## config.mk

```make
export PLATFORM = sky130hd
export DESIGN_NAME = fpwm_timer
export DESIGN_NICKNAME = d
export VERILOG_FILES = /design/src/rtl/fpwm_pkg.sv /design/src/rtl/fpwm_regs.sv /design/src/rtl/fpwm_counter.sv /design/src/rtl/fpwm_channel.sv /design/src/rtl/fpwm_flags.sv /design/src/rtl/fpwm_timer.sv
export SDC_FILE = /design/constraint.sdc
export NUM_CORES = 1
export LEC_CHECK = 0
export BUFFER_PORTS_ARGS = -buffer_cell sky130_fd_sc_hd__buf_2
export CAP_MARGIN = 20
export CORE_MARGIN = 4
export CORE_UTILIZATION = 25
export CTS_CLUSTER_DIAMETER = 60
export DETAILED_ROUTE_END_ITERATION = 8
export SETUP_SLACK_MARGIN = 0.1
export SLEW_MARGIN = 40
export SYNTH_ARGS = -nofsm -noshare
export SYNTH_HDL_FRONTEND = slang
export SYNTH_HIERARCHICAL = 1
export SYNTH_SLANG_ARGS = --single-unit
```

## constraint.sdc

```tcl
create_clock -name clk -period 7.8 [get_ports clk]
set_input_delay 1.56 -clock clk [delete_from_list [all_inputs] [get_ports clk]]
set_output_delay 1.56 -clock clk [all_outputs]
set_load 0.02 [all_outputs]
```

## src/rtl/fpwm_pkg.sv

```systemverilog
package fpwm_pkg;
  typedef enum logic [1:0] {
    OUT_OFF0   = 2'd0,
    OUT_OFF1   = 2'd1,
    OUT_NONINV = 2'd2,
    OUT_INV    = 2'd3
  } out_mode_e;

  localparam logic [3:0] MODE_FIX8  = 4'd5;
  localparam logic [3:0] MODE_FIX9  = 4'd6;
  localparam logic [3:0] MODE_FIX10 = 4'd7;
  localparam logic [3:0] MODE_PERREG = 4'd14;
  localparam logic [3:0] MODE_CMPA  = 4'd15;

  localparam logic [2:0] ADR_CTRL = 3'd0;
  localparam logic [2:0] ADR_CMPA = 3'd1;
  localparam logic [2:0] ADR_CMPB = 3'd2;
  localparam logic [2:0] ADR_PER  = 3'd3;
  localparam logic [2:0] ADR_FCLR = 3'd4;

  localparam int NFLAG = 4;
  localparam int FL_OVF  = 0;
  localparam int FL_CMPA = 1;
  localparam int FL_CMPB = 2;
  localparam int FL_CAP  = 3;
endpackage

```

## src/rtl/fpwm_regs.sv

```systemverilog
module fpwm_regs #(
  parameter int W  = 16,
  parameter int NCH = 2
) (
  input  logic                      clk,
  input  logic                      rst,
  input  logic                      wr_en,
  input  logic [2:0]                wr_addr,
  input  logic [W-1:0]              wr_data,
  input  logic                      load,
  output logic [3:0]                mode,
  output logic [NCH-1:0][1:0]       omode,
  output logic [W-1:0]              per_val,
  output logic [NCH-1:0][W-1:0]     cmp_act,
  output logic [fpwm_pkg::NFLAG-1:0] clr
);
  import fpwm_pkg::*;

  logic [NCH-1:0][W-1:0] cmp_hold;

  always_ff @(posedge clk) begin
    if (rst) begin
      mode    <= '0;
      omode   <= '0;
      per_val <= '0;
    end else if (wr_en) begin
      if (wr_addr == ADR_CTRL) begin
        mode <= wr_data[3:0];
        for (int c = 0; c < NCH; c++) omode[c] <= wr_data[4+2*c +: 2];
      end
      if (wr_addr == ADR_PER) per_val <= wr_data;
    end
  end

  for (genvar c = 0; c < NCH; c++) begin : g_buf
    always_ff @(posedge clk) begin
      if (rst) begin
        cmp_hold[c] <= '0;
        cmp_act[c]  <= '0;
      end else begin
        if (wr_en && wr_addr == ADR_CMPA + 3'(c)) cmp_hold[c] <= wr_data;
        if (load) cmp_act[c] <= cmp_hold[c];
      end
    end
  end

  assign clr = (wr_en && wr_addr == ADR_FCLR) ? wr_data[NFLAG-1:0] : '0;
endmodule

```

## src/rtl/fpwm_counter.sv

```systemverilog
module fpwm_counter #(
  parameter int W = 16
) (
  input  logic         clk,
  input  logic         rst,
  input  logic         tick,
  input  logic [3:0]   mode,
  input  logic [W-1:0] per_val,
  input  logic [W-1:0] cmpa_act,
  output logic [W-1:0] cnt,
  output logic [W-1:0] top,
  output logic         at_top
);
  import fpwm_pkg::*;

  localparam logic [W-1:0] TOP8  = W'((1 << 8) - 1);
  localparam logic [W-1:0] TOP9  = W'((1 << 9) - 1);
  localparam logic [W-1:0] TOP10 = W'((1 << 10) - 1);

  always_comb begin
    case (mode)
      MODE_FIX8:   top = TOP8;
      MODE_FIX9:   top = TOP9;
      MODE_FIX10:  top = TOP10;
      MODE_PERREG: top = per_val;
      MODE_CMPA:   top = cmpa_act;
      default:     top = '1;
    endcase
  end

  assign at_top = tick && (cnt == top);

  always_ff @(posedge clk) begin
    if (rst)         cnt <= '0;
    else if (at_top) cnt <= '0;
    else if (tick)   cnt <= cnt + 1'b1;
  end
endmodule

```

## src/rtl/fpwm_channel.sv

```systemverilog
module fpwm_channel #(
  parameter int W = 16
) (
  input  logic         clk,
  input  logic         rst,
  input  logic         tick,
  input  logic         at_top,
  input  logic [W-1:0] cnt,
  input  logic [W-1:0] cmp,
  input  logic [1:0]   omode,
  output logic         match,
  output logic         pin
);
  import fpwm_pkg::*;

  logic raw_q, raw_d, pin_d;

  assign match = tick && (cnt == cmp);

  always_comb begin
    raw_d = raw_q;
    if (at_top)     raw_d = 1'b1;
    else if (match) raw_d = 1'b0;
    case (out_mode_e'(omode))
      OUT_NONINV: pin_d = raw_d;
      OUT_INV:    pin_d = ~raw_d;
      default:    pin_d = 1'b0;
    endcase
  end

  always_ff @(posedge clk) begin
    if (rst) begin
      raw_q <= 1'b0;
      pin   <= 1'b0;
    end else begin
      raw_q <= raw_d;
      pin   <= pin_d;
    end
  end
endmodule

```

## src/rtl/fpwm_flags.sv

```systemverilog
module fpwm_flags #(
  parameter int N = 4
) (
  input  logic         clk,
  input  logic         rst,
  input  logic [N-1:0] set,
  input  logic [N-1:0] clr,
  output logic [N-1:0] flags
);
  always_ff @(posedge clk) begin
    if (rst) flags <= '0;
    else     flags <= set | (flags & ~clr);
  end
endmodule

```

## src/rtl/fpwm_timer.sv

```systemverilog
module fpwm_timer #(
  parameter int W = 16
) (
  input  logic         clk,
  input  logic         rst,
  input  logic         tick,
  input  logic         wr_en,
  input  logic [2:0]   wr_addr,
  input  logic [W-1:0] wr_data,
  output logic [W-1:0] cnt_o,
  output logic         pwm_a,
  output logic         pwm_b,
  output logic         flag_ovf,
  output logic         flag_cmpa,
  output logic         flag_cmpb,
  output logic         flag_cap
);
  import fpwm_pkg::*;

  localparam int NCH = 2;

  logic [3:0]            mode;
  logic [NCH-1:0][1:0]   omode;
  logic [W-1:0]          per_val;
  logic [NCH-1:0][W-1:0] cmp_act;
  logic [NFLAG-1:0]      clr, set, flags;
  logic [W-1:0]          top_w;
  logic                  at_top;
  logic [NCH-1:0]        match, pins;

  fpwm_regs #(.W(W), .NCH(NCH)) u_regs (
    .clk(clk), .rst(rst), .wr_en(wr_en), .wr_addr(wr_addr), .wr_data(wr_data),
    .load(at_top), .mode(mode), .omode(omode), .per_val(per_val),
    .cmp_act(cmp_act), .clr(clr)
  );

  fpwm_counter #(.W(W)) u_cnt (
    .clk(clk), .rst(rst), .tick(tick), .mode(mode), .per_val(per_val),
    .cmpa_act(cmp_act[0]), .cnt(cnt_o), .top(top_w), .at_top(at_top)
  );

  for (genvar c = 0; c < NCH; c++) begin : g_ch
    fpwm_channel #(.W(W)) u_ch (
      .clk(clk), .rst(rst), .tick(tick), .at_top(at_top), .cnt(cnt_o),
      .cmp(cmp_act[c]), .omode(omode[c]), .match(match[c]), .pin(pins[c])
    );
  end

  always_comb begin
    set          = '0;
    set[FL_OVF]  = at_top;
    set[FL_CMPA] = match[0];
    set[FL_CMPB] = match[1];
    set[FL_CAP]  = at_top && (mode == MODE_PERREG);
  end

  fpwm_flags #(.N(NFLAG)) u_flags (
    .clk(clk), .rst(rst), .set(set), .clr(clr), .flags(flags)
  );

  assign pwm_a     = pins[0];
  assign pwm_b     = pins[1];
  assign flag_ovf  = flags[FL_OVF];
  assign flag_cmpa = flags[FL_CMPA];
  assign flag_cmpb = flags[FL_CMPB];
  assign flag_cap  = flags[FL_CAP];
endmodule

```

# == Yosys cells after proc, flatten, opt, wreduce, memory -nomap -nowiden ==
# Index checks and enable logic that the tools add are counted.
# totals
regBits,112
out_inout_bits,22
wordCells,55
# op_classes
addsub,1
eq_ne,16
mux,8
n_bitwise,5
reduce_logical,11
# ops
cell,count
$pmux W16 S5,1
$eq A16 B16 Y1,3
$add A16 B1 Y16 const B,1
$eq A4 B3 Y1 const B,3
$eq A2 B2 Y1 const B,4
$eq A4 B4 Y1 const B,2
$logic_and A1 B1 Y1,7
$eq A3 B2 Y1 const B,2
$and A4 B4 Y4,1
$mux W1,4
$mux W4,1
$not A4 Y4,1
$or A4 B4 Y4,1
$pmux W1 S2,2
$reduce_and A2 Y1,2
$eq A3 B1 Y1 const B,1
$eq A3 B3 Y1 const B,1
$logic_not A3 Y1,1
$not A1 Y1,2
$reduce_or A2 Y1,1

# == Depth between registers and ports, before layout ==
# depth
depth_word,7
ltp_mapped,12
depth_no_buf,10

# == Cells and area by module ==
# Netlist, hierarchy kept.
# by_module_without_submodules
module,n_inst,cells_per_inst,area_each_um2
fpwm_regs,1,312,3412.0
fpwm_counter,1,159,1248.7
fpwm_channel,2,44,369.1
fpwm_flags,1,16,140.1
fpwm_timer,1,2,10.0

# == Least setup slack after synthesis ==
# No wires, ideal clock.
# synth_path
path_kind,input port to flip-flop
from,input tick
to,register u_regs/cmp_act[0] (netlist bit)
setup_ps,117
t_arrival_ps,3171
required_ps,7683
slack_ps,4512
path_stages,8
path_cell_list,buf_2 > nand4_1 > nor4_4 > buf_6 > clkbuf_1 > buf_2 > mux2i_1 > nor2_1
# synth_via
elab_chain_len,1
# synth_rtl
element,line_no,text
"start, declared",fpwm_timer.sv:6,"input logic tick,"
$logic_and A1 B1 Y1,fpwm_counter.sv:31,assign at_top = tick && (cnt == top);
via at_top,fpwm_timer.sv:28,logic at_top;
"end signal, assigned by index",fpwm_regs.sv:42,if (load) cmp_act[c] <= cmp_hold[c];
"end, declared",fpwm_regs.sv:14,"output logic [NCH-1:0][W-1:0] cmp_act,"
# The timed path passes the listed nets, and every way through them passes these cells.
# A chain may end at the register's enable or synchronous reset.

# == Final worst setup path ==
# layout_path
from,register u_regs.mode[3]
to,register g_ch[0].u_ch.pin
# layout_via
elab_chain_len,7
# layout_rtl
element,line_no,text
"start, declared",fpwm_regs.sv:11,"output logic [3:0] mode,"
"start signal, assigned",fpwm_regs.sv:28,mode <= wr_data[3:0];
$eq A4 B4 Y1 / $eq A4 B3 Y1 (equally long branches),fpwm_counter.sv:21,case (mode)
$pmux W16 S5 (*),fpwm_counter.sv:21,
via top_w[5],fpwm_timer.sv:27,logic [W-1:0] top_w;
$eq A16 B16 Y1 (*),fpwm_counter.sv:31,
$logic_and A1 B1 Y1 (*),fpwm_counter.sv:31,
via at_top,fpwm_timer.sv:28,
$mux W1 (*),fpwm_channel.sv:22,if (at_top) raw_d = 1'b1;
$not A1 Y1,fpwm_channel.sv:26,OUT_INV: pin_d = ~raw_d;
$pmux W1 S2 (*),fpwm_channel.sv:24,case (out_mode_e'(omode))
"end signal, assigned",fpwm_channel.sv:37,pin <= pin_d;
"end, declared",fpwm_channel.sv:12,output logic pin
# The timed path passes the listed nets; every way through them passes the cells marked *.

==> metrics <==
outcome=complete, no violations; power density over cell area=175 nW/um^2; Worst Hold Class=reg2reg; CP Launch Type=flip-flop; Resized Gates After CTS=0; top routing layer used=met4; DP HPWL=10200 um; met1 WL=about 7000 um; Final period util=0.398; I/O pin cnt=45; LEAKAGE=roughly 2.6 nW; crit-path cells=and3_2, nand2_1, xor2_1, nor4_1, nand4_1, nor4_4, buf_4, nor3b_1, and4_2, mux2i_1, nand2_1; P_sw=0.000260 W; Post-synth EDFFs=0; VDD IR-drop max=94.4 uV; Yosys cell types=46; met3 wire len=roughly 780 um; via count=~4100; Final Setup Violations=0; Max-Slew Margin vs Limit=0.457; final setup margin=4.70 ns; later-pin clock latency in the skew report=0.36 ns; P&R area growth vs syn=13.6%; clock share of power=0.403; ys async rst share=0; CP max FO=38; vias in the first global route=3887; max frequency=322 MHz; hold buffer count at CTS=0; Layout fillers=2294; core area=21800 um^2; ratio of cells with drive above 1 in the final layout=0.134; Clock Skews=roughly 0.0081 ns; port bufs=between 40 and 50; Sw Ratio=0.236; setup TNS=0 ns; mean area per synthesized cell=a little under 10 um^2; drt first pass iters=4; largest net degree at the start of global routing=between 90 and 100; Routed Antenna Nets=0; CTS HTree Levels=3; WL/cell=roughly 16 um; Slew Viols, Final=0; Worst-Margin Slew=0.815 ns; Critical Path End Type=flip-flop; Antenna Cells=0; mapped cell area=5550 um^2; syn nets=601; initial antenna violation count=0; CTS clk-pin slew, worst paths=0.07 ns; DRC Markers=0; Final min period=3.10 ns; critical path type=reg2reg; max cap viols=0; Clock Sinks=112; Seq/Total Area, Yosys=0.404; all-layer global routing usage=0.115; full die area=approximately 25000 um^2; Longest Clk Path Bufs=2; GP Congestion=0.821; grt total ovfl=0; warnings from Yosys=6; TritonCTS Buffers=9; Die Ht=157 um; Flop pwr share=0.534; Synth Instances=577; Post-Route WL=about 14000 um; CP most frequent cell=nand2_1; Post-CTS Setup Bufs=0; first-pass GRT wire length=22100 um; CTS root buf=clkbuf_16; multi-input logic area=3130 um^2; unrepaired setup endpoints after global routing=no; Die W=157 um; Via density=4.55; Initial DRC Count=between 200 and 300; internal power=about 0.00084 W; TritonCTS clock tree=yes; Critical Path AT=roughly 3.4 ns; Core Rows=between 50 and 60; Met2 Routed Length=5910 um; slowest cell on the critical path=dfxtp_1; Initial Util=0.254; critical path required time=around 8 ns; Fin. Hold Viols=0; Gate power share=0.062; FF+latch count, synth=112; pre-CTS WS=approximately 4.3 ns; fin nets=631; Synth Flop Type=dfxtp_1; Reg area=2240 um^2; max incr delay on CP=between 0.6 and 0.7 ns
metal layers:
| metal | vias to the layer above | global-route usage |
|---|---|---|
| met5 | - | 0 |
| met4 | 0 | 0.0298 |
| met3 | 9 | 0.0275 |
| met2 | 72 | 0.168 |
| met1 | 1952 | 0.171 |
| li1 | 2022 | - |
layout make-up:
type / count / area share
repair buffers: 49 / 0.0413
flip-flops and latches: 112 / 0.356
clock inverters: 5 / 0.00496
clock buffers: 11 / 0.0401
well taps: 280 / 0.0556
multi-input cells: 426 / 0.497
inverters: 9 / 0.00536
logic make-up after synthesis:
group,share of synthesized area
xor+xnor,0.103
fa+ha+maj,0.00225
mux,0.179
compound gates,0.0372
buf+inv,0.0343
flops,0.404
simple gates,0.240
registers in the layout, summed over array words and instances, names as in the netlist:
signal / cells
u_regs/mode: 4
u_regs/cmp_hold: 32
u_regs/per_val: 16
g_ch.u_ch/pin: 2
u_regs/omode: 4
u_cnt/cnt: 16
u_flags/flags: 4
u_regs/cmp_act: 32
g_ch.u_ch/raw_q: 2
worst paths after layout:
| check | start | slack [ns] | endpoint | cells past startpoint |
|---|---|---|---|---|
| setup / recovery | u_regs/mode[3]$_SDFFE_PP0P_ | 4.70 | g_ch[0].u_ch/pin$_SDFF_PP0_ | 11 |
| hold / removal | u_flags/flags[2]$_SDFF_PP0_ | 0.47 | u_flags/flags[2]$_SDFF_PP0_ | 2 |
| setup reg to reg | u_regs/mode[3]$_SDFFE_PP0P_ | 4.70 | g_ch[0].u_ch/pin$_SDFF_PP0_ | 11 |
| hold reg to reg | u_flags/flags[2]$_SDFF_PP0_ | 0.47 | u_flags/flags[2]$_SDFF_PP0_ | 2 |
stage by stage:
step | std cells | area, um^2 | power [W] | hold WS [ns] | util
4_1_cts | 892 | 6300 | 0.00111 | 0.471 | 0.289
6_report | 892 | 6310 | 0.00110 | 0.470 | 0.289
3_3_place_gp | 876 | 6010 | 0.000671 | 0.459 | 0.275
3_5_place_dp | 876 | 6020 | 0.000672 | 0.461 | 0.276
5_1_grt | 892 | 6310 | 0.00114 | 0.488 | 0.289
2_1_floorplan | 577 | 5550 | 0.000647 | 0.442 | -
power groups by stage:
stage | sequential, W | combinational [W] | clock (W)
floorplan | 0.000602 | 0.0000454 | 0
global placement | 0.000603 | 0.0000680 | 0
detailed placement | 0.000603 | 0.0000692 | 0
CTS | 0.000589 | 0.0000695 | 0.000454
global route | 0.000591 | 0.0000762 | 0.000477
finish | 0.000589 | 0.0000688 | 0.000445
cells in the final DEF, fill, tap and decap left out, types with 8 or more instances in the layout:
cell,count
nor2_1,46
nand2_1,27
o21ai_0,9
nand2b_1,79
nor3_1,21
mux2i_1,99
xnor2_1,18
buf_2,43
nor4_1,11
clkbuf_16,9
xor2_1,40
inv_1,9
dfxtp_1,111
nand4_1,8
synth_stat cells (4+ instances only):
cell type / number / area share
dfxtp_1: 112 / 0.40
mux2i_1: 99 / 0.18
nand2b_1: 79 / 0.089
nor2_1: 46 / 0.031
xor2_1: 40 / 0.063
nand2_1: 27 / 0.018
nor3_1: 21 / 0.019
xnor2_1: 18 / 0.028
buf_2: 14 / 0.013
clkbuf_1: 11 / 0.0074
nor4_1: 11 / 0.012
inv_1: 9 / 0.0061
o21ai_0: 9 / 0.0081
nand4_1: 8 / 0.0090
a21oi_1: 6 / 0.0054
nand3_1: 6 / 0.0054
and2_1: 5 / 0.0056
nor3b_1: 4 / 0.0054
nor4bb_1: 4 / 0.0072
o21a_1: 4 / 0.0054
worst max-delay path, delay by kind of cell, from the launching register on:
kind,cells,cell delay (ns)
flip-flops,1,0.62
buffers and inverters,1,0.49
XOR/XNOR,1,0.14
AND/OR/NAND/NOR,8,1.59
multiplexers,1,0.14
Note: power is estimated with default switching activity, not from simulation.
